==> config.mk <==
export PLATFORM = sky130hd
export DESIGN_NAME = eth_phy_csr
export DESIGN_NICKNAME = d
export VERILOG_FILES = /design/src/rtl/eth_phy_csr_pkg.sv /design/src/rtl/eth_phy_csr_ctrl.sv /design/src/rtl/eth_phy_csr_link_latch.sv /design/src/rtl/eth_phy_csr_field.sv /design/src/rtl/eth_phy_csr.sv
export SDC_FILE = /design/constraint.sdc
export NUM_CORES = 1
export LEC_CHECK = 0
export BUFFER_PORTS_ARGS = -buffer_cell sky130_fd_sc_hd__buf_2
export CAP_MARGIN = 20
export CORE_MARGIN = 3
export CORE_UTILIZATION = 36
export DETAILED_ROUTE_END_ITERATION = 12
export PLACE_DENSITY_LB_ADDON = 0.1
export SLEW_MARGIN = 0
export SYNTH_ARGS = -nofsm -noshare
export SYNTH_HDL_FRONTEND = slang
export SYNTH_HIERARCHICAL = 1
export SYNTH_SLANG_ARGS = --single-unit
export TNS_END_PERCENT = 1
==> constraint.sdc <==
create_clock -name clk_i -period 0.86 [get_ports clk_i]
set_input_delay 0.086 -clock clk_i [delete_from_list [all_inputs] [get_ports clk_i]]
set_output_delay 0.086 -clock clk_i [all_outputs]
set_load 0.01 [all_outputs]
==> src/rtl/eth_phy_csr_pkg.sv <==
package eth_phy_csr_pkg;
  localparam int unsigned DATA_W     = 32;
  localparam int unsigned SPEED_W    = 3;
  localparam int unsigned TIMER_W    = 6;
  localparam int unsigned TIMER_LSB  = 14;
  localparam int unsigned ABIL_W     = 16;

  localparam int unsigned A_CTRL     = 'h400;
  localparam int unsigned A_STATUS   = 'h401;
  localparam int unsigned A_PARTNER  = 'h405;
  localparam int unsigned A_TIMER    = 'h412;
  localparam int unsigned A_LPBK     = 'h461;

  localparam int unsigned CTRL_RESTART_BIT = 9;
  localparam int unsigned STAT_LINK_BIT    = 2;
  localparam int unsigned STAT_DONE_BIT    = 5;

  // partner bits passed through: 7,8,11:9,12,14,15
  localparam logic [ABIL_W-1:0] PARTNER_MASK = 16'hDF80;
  localparam logic [TIMER_W-1:0] TIMER_RST   = 6'h1F;

  typedef struct packed {
    logic [SPEED_W-1:0] speed;
    logic               an_en;
    logic               usx_mode;
  } ctrl_t;

  localparam ctrl_t CTRL_RST = '{speed: '0, an_en: 1'b1, usx_mode: 1'b0};
endpackage

==> src/rtl/eth_phy_csr_ctrl.sv <==
module eth_phy_csr_ctrl
  import eth_phy_csr_pkg::*;
(
  input  logic  clk_i,
  input  logic  rst_ni,
  input  logic  we_i,
  input  ctrl_t wfield_i,
  input  logic  wrestart_i,
  output ctrl_t ctrl_o,
  output logic  restart_o
);
  ctrl_t ctrl_q;
  logic  restart_q;

  always_ff @(posedge clk_i or negedge rst_ni) begin
    if (!rst_ni) begin
      ctrl_q    <= CTRL_RST;
      restart_q <= 1'b0;
    end else begin
      if (we_i) ctrl_q <= wfield_i;
      // self-clearing: set by write, dropped on the following clock
      restart_q <= we_i & wrestart_i;
    end
  end

  assign ctrl_o    = ctrl_q;
  assign restart_o = restart_q;
endmodule

==> src/rtl/eth_phy_csr_link_latch.sv <==
module eth_phy_csr_link_latch (
  input  logic clk_i,
  input  logic rst_ni,
  input  logic link_i,
  input  logic rearm_i,
  output logic latched_o
);
  logic lat_q;

  always_ff @(posedge clk_i or negedge rst_ni) begin
    if (!rst_ni)      lat_q <= 1'b0;
    else if (rearm_i) lat_q <= link_i;
    else if (!link_i) lat_q <= 1'b0;
  end

  assign latched_o = lat_q;
endmodule

==> src/rtl/eth_phy_csr_field.sv <==
module eth_phy_csr_field #(
  parameter int unsigned     W   = 1,
  parameter logic [W-1:0]    RST = '0
) (
  input  logic         clk_i,
  input  logic         rst_ni,
  input  logic         we_i,
  input  logic [W-1:0] wdata_i,
  output logic [W-1:0] q_o
);
  always_ff @(posedge clk_i or negedge rst_ni) begin
    if (!rst_ni)   q_o <= RST;
    else if (we_i) q_o <= wdata_i;
  end
endmodule

==> src/rtl/eth_phy_csr.sv <==
module eth_phy_csr
  import eth_phy_csr_pkg::*;
#(
  parameter int unsigned ADDR_W = 11
) (
  input  logic                clk_i,
  input  logic                rst_ni,
  input  logic [ADDR_W-1:0]   addr_i,
  input  logic                rd_i,
  input  logic                wr_i,
  input  logic [DATA_W-1:0]   wdata_i,
  output logic [DATA_W-1:0]   rdata_o,
  input  logic                link_i,
  input  logic                an_done_i,
  input  logic [ABIL_W-1:0]   partner_ability_i,
  output logic                usx_mode_o,
  output logic                an_en_o,
  output logic [SPEED_W-1:0]  man_speed_o,
  output logic                an_restart_o,
  output logic [TIMER_W-1:0]  link_timer_o,
  output logic                serial_lpbk_o
);
  localparam logic [ADDR_W-1:0] AD_CTRL    = ADDR_W'(A_CTRL);
  localparam logic [ADDR_W-1:0] AD_STATUS  = ADDR_W'(A_STATUS);
  localparam logic [ADDR_W-1:0] AD_PARTNER = ADDR_W'(A_PARTNER);
  localparam logic [ADDR_W-1:0] AD_TIMER   = ADDR_W'(A_TIMER);
  localparam logic [ADDR_W-1:0] AD_LPBK    = ADDR_W'(A_LPBK);
  localparam int unsigned TIMER_MSB = TIMER_LSB + TIMER_W - 1;

  logic sel_ctrl, sel_status, sel_partner, sel_timer, sel_lpbk;
  assign sel_ctrl    = (addr_i == AD_CTRL);
  assign sel_status  = (addr_i == AD_STATUS);
  assign sel_partner = (addr_i == AD_PARTNER);
  assign sel_timer   = (addr_i == AD_TIMER);
  assign sel_lpbk    = (addr_i == AD_LPBK);

  ctrl_t ctrl_w, ctrl_q;
  logic  restart_q, link_lat;
  assign ctrl_w = '{speed: wdata_i[4:2], an_en: wdata_i[1], usx_mode: wdata_i[0]};

  eth_phy_csr_ctrl u_ctrl (
    .clk_i      (clk_i),
    .rst_ni     (rst_ni),
    .we_i       (wr_i & sel_ctrl),
    .wfield_i   (ctrl_w),
    .wrestart_i (wdata_i[CTRL_RESTART_BIT]),
    .ctrl_o     (ctrl_q),
    .restart_o  (restart_q)
  );

  eth_phy_csr_link_latch u_link (
    .clk_i     (clk_i),
    .rst_ni    (rst_ni),
    .link_i    (link_i),
    .rearm_i   (rd_i & sel_status),
    .latched_o (link_lat)
  );

  eth_phy_csr_field #(.W(TIMER_W), .RST(TIMER_RST)) u_timer (
    .clk_i   (clk_i),
    .rst_ni  (rst_ni),
    .we_i    (wr_i & sel_timer),
    .wdata_i (wdata_i[TIMER_MSB:TIMER_LSB]),
    .q_o     (link_timer_o)
  );

  eth_phy_csr_field #(.W(1), .RST(1'b0)) u_lpbk (
    .clk_i   (clk_i),
    .rst_ni  (rst_ni),
    .we_i    (wr_i & sel_lpbk),
    .wdata_i (wdata_i[0]),
    .q_o     (serial_lpbk_o)
  );

  logic [DATA_W-1:0] rd_mux;
  always_comb begin
    rd_mux = '0;
    if (sel_ctrl) begin
      rd_mux[4:0]              = ctrl_q;
      rd_mux[CTRL_RESTART_BIT] = restart_q;
    end else if (sel_status) begin
      rd_mux[STAT_LINK_BIT] = link_lat;
      rd_mux[STAT_DONE_BIT] = an_done_i;
    end else if (sel_partner) begin
      rd_mux[ABIL_W-1:0] = partner_ability_i & PARTNER_MASK;
    end else if (sel_timer) begin
      rd_mux[TIMER_MSB:TIMER_LSB] = link_timer_o;
    end else if (sel_lpbk) begin
      rd_mux[0] = serial_lpbk_o;
    end
  end

  always_ff @(posedge clk_i or negedge rst_ni) begin
    if (!rst_ni)   rdata_o <= '0;
    else if (rd_i) rdata_o <= rd_mux;
  end

  assign usx_mode_o   = ctrl_q.usx_mode;
  assign an_en_o      = ctrl_q.an_en;
  assign man_speed_o  = ctrl_q.speed;
  assign an_restart_o = restart_q;

  logic unused_wdata;
  assign unused_wdata = ^{wdata_i[DATA_W-1:TIMER_MSB+1], wdata_i[TIMER_LSB-1:10], wdata_i[8:5]};
endmodule

; ---- After elaboration in Yosys (flattened, before gate mapping)
; Index checks and enable logic that the tools add are counted.
[classes]
muxes = 18
eq_ne = 6
bitwise = 5
[op_table]
columns = op, count
row1 = $eq 11x11->1 const B, 5
row2 = $mux 14, 1
row3 = $mux 12, 1
row4 = $mux 10, 1
row5 = $mux 1, 8
row6 = $mux 4, 2
row7 = $mux 2, 3
row8 = $mux 6, 1
row9 = $and 1x1->1, 5
row10 = $mux 5, 1
row11 = $ne 2x1->1 const B, 1
[word_totals]
word_cells = 37
input_bits = 65
regBits = 34
out_inout_bits = 45

; ---- Longest topological paths before layout
[logic_depth]
depth_word = 6
mapped_depth = 6
mapped_depth_nobuf = 5

; ---- Hierarchy
; Netlist, hierarchy kept.
[modules_own_cells]
columns = module, cells_each, seq_area_each_um2, n_inst, area_each_um2
row1 = eth_phy_csr, 91, 450.4, 1, 969.7
row2 = eth_phy_csr_field (u_timer), 13, 156.4, 1, 257.7
row3 = eth_phy_csr_ctrl, 12, 151.4, 1, 215.2
row4 = eth_phy_csr_field (u_lpbk), 2, 25.0, 1, 40.0
row5 = eth_phy_csr_link_latch, 2, 25.0, 1, 32.5

; ---- Worst setup path after synthesis
; Ideal clock, no wire load.
[synth_path]
path_kind = in2reg
from = in addr_i[7]
to = reg u_ctrl/ctrl_o[0] (netlist name)
path_slack_ns = -1.237
arrival_time_ns = 1.972
required_time_ns = 0.735
stages = 4
setup_time_ns = 0.125
cell_sequence = or4b_4 nor3_2 nor4b_1 mux2_2
[synth_between]
elab_chain_cells = 2
[synth_rtl]
columns = element, line
row1 = from (decl), eth_phy_csr.sv:8  ; input logic [ADDR_W-1:0] addr_i,
row2 = $eq 11x11->1, eth_phy_csr.sv:31  ; assign sel_ctrl = (addr_i == AD_CTRL);
row3 = $and 1x1->1, eth_phy_csr.sv:44  ; .we_i (wr_i & sel_ctrl),
; Every way passes these cells.
; A chain may end at the register's enable or synchronous reset.

; ---- Worst setup path in the final report
[layout_path]
from = in addr_i[8]
to = reg u_ctrl/ctrl_o[2] (netlist name)
[layout_between]
elab_chain_cells = 2
[layout_rtl]
columns = element, line
row1 = $eq 11x11->1, eth_phy_csr.sv:31
row2 = $and 1x1->1, eth_phy_csr.sv:44
; Every way passes these cells.

==> metrics.txt <==
run status finished, violations left; violated checks negative setup slack; Hold Fails Final Rpt 0; DRT Pass-1 Iters 4; CTS max path bufs 2; synth unique cells 34; clock sink count 32; Post-route DRC 0; antenna violations before repair 0; Worst EP arrival 1.64 ns; Via Count 1,281; CP Capture Type register; core area between 3000 and 4000 µm²; H-tree depth 2; final WL approximately 4000 µm; VDD IR max approximately 760 µV; Horiz. Die Dim 70.9 µm; PwrDens 1310 nW/µm²; RSZ-0062 raised after global routing yes; P&R area growth vs syn 53.7%; Syn. warnings 6; Avg WL per Cell around 15 µm; vias in the first global route 1,418; first-pass GRT wire length between 6000 and 7000 µm; DP Wirelength ~3000 µm; MaxCap Viol Count 0; Via-to-Cell Ratio 4.80; worst min path class in2reg; CP required 1.03 ns; worst r2r src u_timer/q_o[1]; GPL Wtd Cong 0.786; boundary pin count 110; fillers approximately 330; Initial Util between 30% and 40%; average size of a mapped cell 12.6 µm²; die height 70.9 µm; final core utilization 60.4%; largest net degree at the start of global routing 33; Post-Syn Instances 120; FF+latch count, synth 32; Register Area 808 µm²; ANT nets after route 0; DR iter-0 viols 33; hold slack approximately 0.012 ns; Max Fclk just under 700 MHz; Global Route Usage Sum between 10% and 20%; clk_lat worst skew 0.28 ns; Worst Setup Start Kind input port; skew final 0.00197 ns; Lkg Pwr ~1.2 nW; max-slew violations 0; final setup fails 63; share of cells above drive strength 1 a little under two thirds; Synth Cell Area 1520 µm²; CTS tree yes; n_diodes 0; fin crit share 172%; register area share after synthesis 53.3%; Port-buffer cells 67; min Tclk post-route 1.48 ns; Critical Path Start addr_i[8]; area of the multi-input gates a little over 700 µm²; clk slew on worst S/H paths around 0.07 ns; DIE AREA 5020 µm²; # rows 22; CP Max Fanout 6; CP Class in2reg; Pwr Total between 3 and 4 mW; final worst slack -0.618 ns; min-delay src link_i; nets@finish 283; Congestion Overflow GR 0; CTS Buf Count 5; Root Buffer clkbuf_8
## path summary, 6_finish.rpt
check,to,depth (start not counted),slack [ns]
max in group asynchronous,u_timer/q_o[0],3,0.34
min in group asynchronous,u_lpbk/q_o,3,0.28
setup reg to reg,rdata_o[15],2,-0.11
hold reg to reg,u_link/latched_o,1,0.48
hold / removal,u_link/latched_o,2,0.01
setup / recovery,u_ctrl/ctrl_o[2],6,-0.62
## sequential cells by signal (all words and copies together), names as in the netlist
signal,cells
u_lpbk/q_o,1
rdata_o,18
u_ctrl/restart_o,1
u_link/latched_o,1
u_ctrl/ctrl_o,5
u_timer/q_o,6
## synth_stat cells, drive strengths merged
cell,instances,area share (%)
clkbuf,2,0.50
dfrtp,26,43
inv,4,0.99
nor4,3,2.6
or2,1,0.41
nand3,4,1.3
o21ai,1,0.33
a22o,8,4.6
a41o,1,0.66
or4bb,1,0.74
or4b,1,0.91
nor2,4,0.99
o21a,1,0.50
nor4b,1,0.58
and2,1,0.50
o311ai,1,0.58
o2bb2ai,6,3.5
clkinv,1,0.25
nand2,9,2.2
nor3,1,0.66
a22oi,1,0.50
mux2,14,12
or4,2,1.2
nand2b,1,0.41
buf,15,7.7
conb,1,0.25
a221o,1,0.74
dfstp,6,10
or3,2,0.83
## placed cells by master (no fill, tap or decap), types with 2 or more instances in the layout
cell type,instances
conb_1,14
dfstp_2,6
nor4_4,2
nor2_4,2
nand3_1,3
nand2_1,9
a22o_1,8
nor2_1,2
buf_4,21
o2bb2ai_1,3
buf_6,14
dfrtp_1,26
mux2_4,11
o2bb2ai_2,3
clkbuf_8,6
buf_2,58
mux2_2,3
inv_1,4
or4_4,2
## power by group
part           internal (mW)  total [mW]  leakage (nW)  switching (mW)
registers               1.51        1.52         0.425         0.00432
clock network          0.650        1.21        0.0445           0.562
logic                  0.150       0.322         0.738           0.172
total                   2.31        3.05          1.21           0.739
## final cells by class
cell class                      instances  area share [%]
Sequential cell                        32            34.7
Clock inverter                          1           0.322
Multi-Input combinational cell         79            30.6
Inverter                                5           0.806
Tap cell                               48            2.58
Timing Repair Buffer                   95            27.3
Clock buffer                            7            3.71
## repair_timing
action | in CTS | in global routing
hold buffers | 1 | 0
endpoints found under the setup margin | 63 | 63
endpoints found under the hold margin | 32 | 0
gates cloned | 0 | 0
buffers inserted | 2 | 0
pin swaps | 4 | 5
gates resized for setup | 16 | 10
## stage by stage
step | cell area, µm² | setup TNS (ns) | setup slack (ns) | instances
after floorplan | 1600 | -17.99 | -0.815 | 133
after global placement | 2070 | -24.00 | -0.953 | 256
after detailed placement | 2070 | -24.86 | -1.00 | 256
after CTS | 2270 | -17.82 | -0.684 | 267
after global routing | 2330 | -18.95 | -0.673 | 267
final | 2330 | -16.47 | -0.618 | 267
## cell families after synthesis
family / share of synthesized area [%]
mux: 12.1
flops: 53.3
compound gates: 11.4
buf+inv: 9.41
simple gates: 13.5
other cells: 0.247
## critical path, cell delays in order
cell and delay [ns]:
buf_6 0.09, or4b_4 0.57, nor3_4 0.19, nor4b_4 0.24, buf_6 0.17, mux2_4 0.30
## metal layers
layer  vias to the layer above  wire length, µm  global-route usage [%]
met2                        63             1970                    26.5
met5                         -                0                       0
met1                       610             1690                    19.9
met4                         0               59                    7.93
li1                        603                -                       -
met3                         5              314                    4.55
Power figures use the tool's default switching activity.
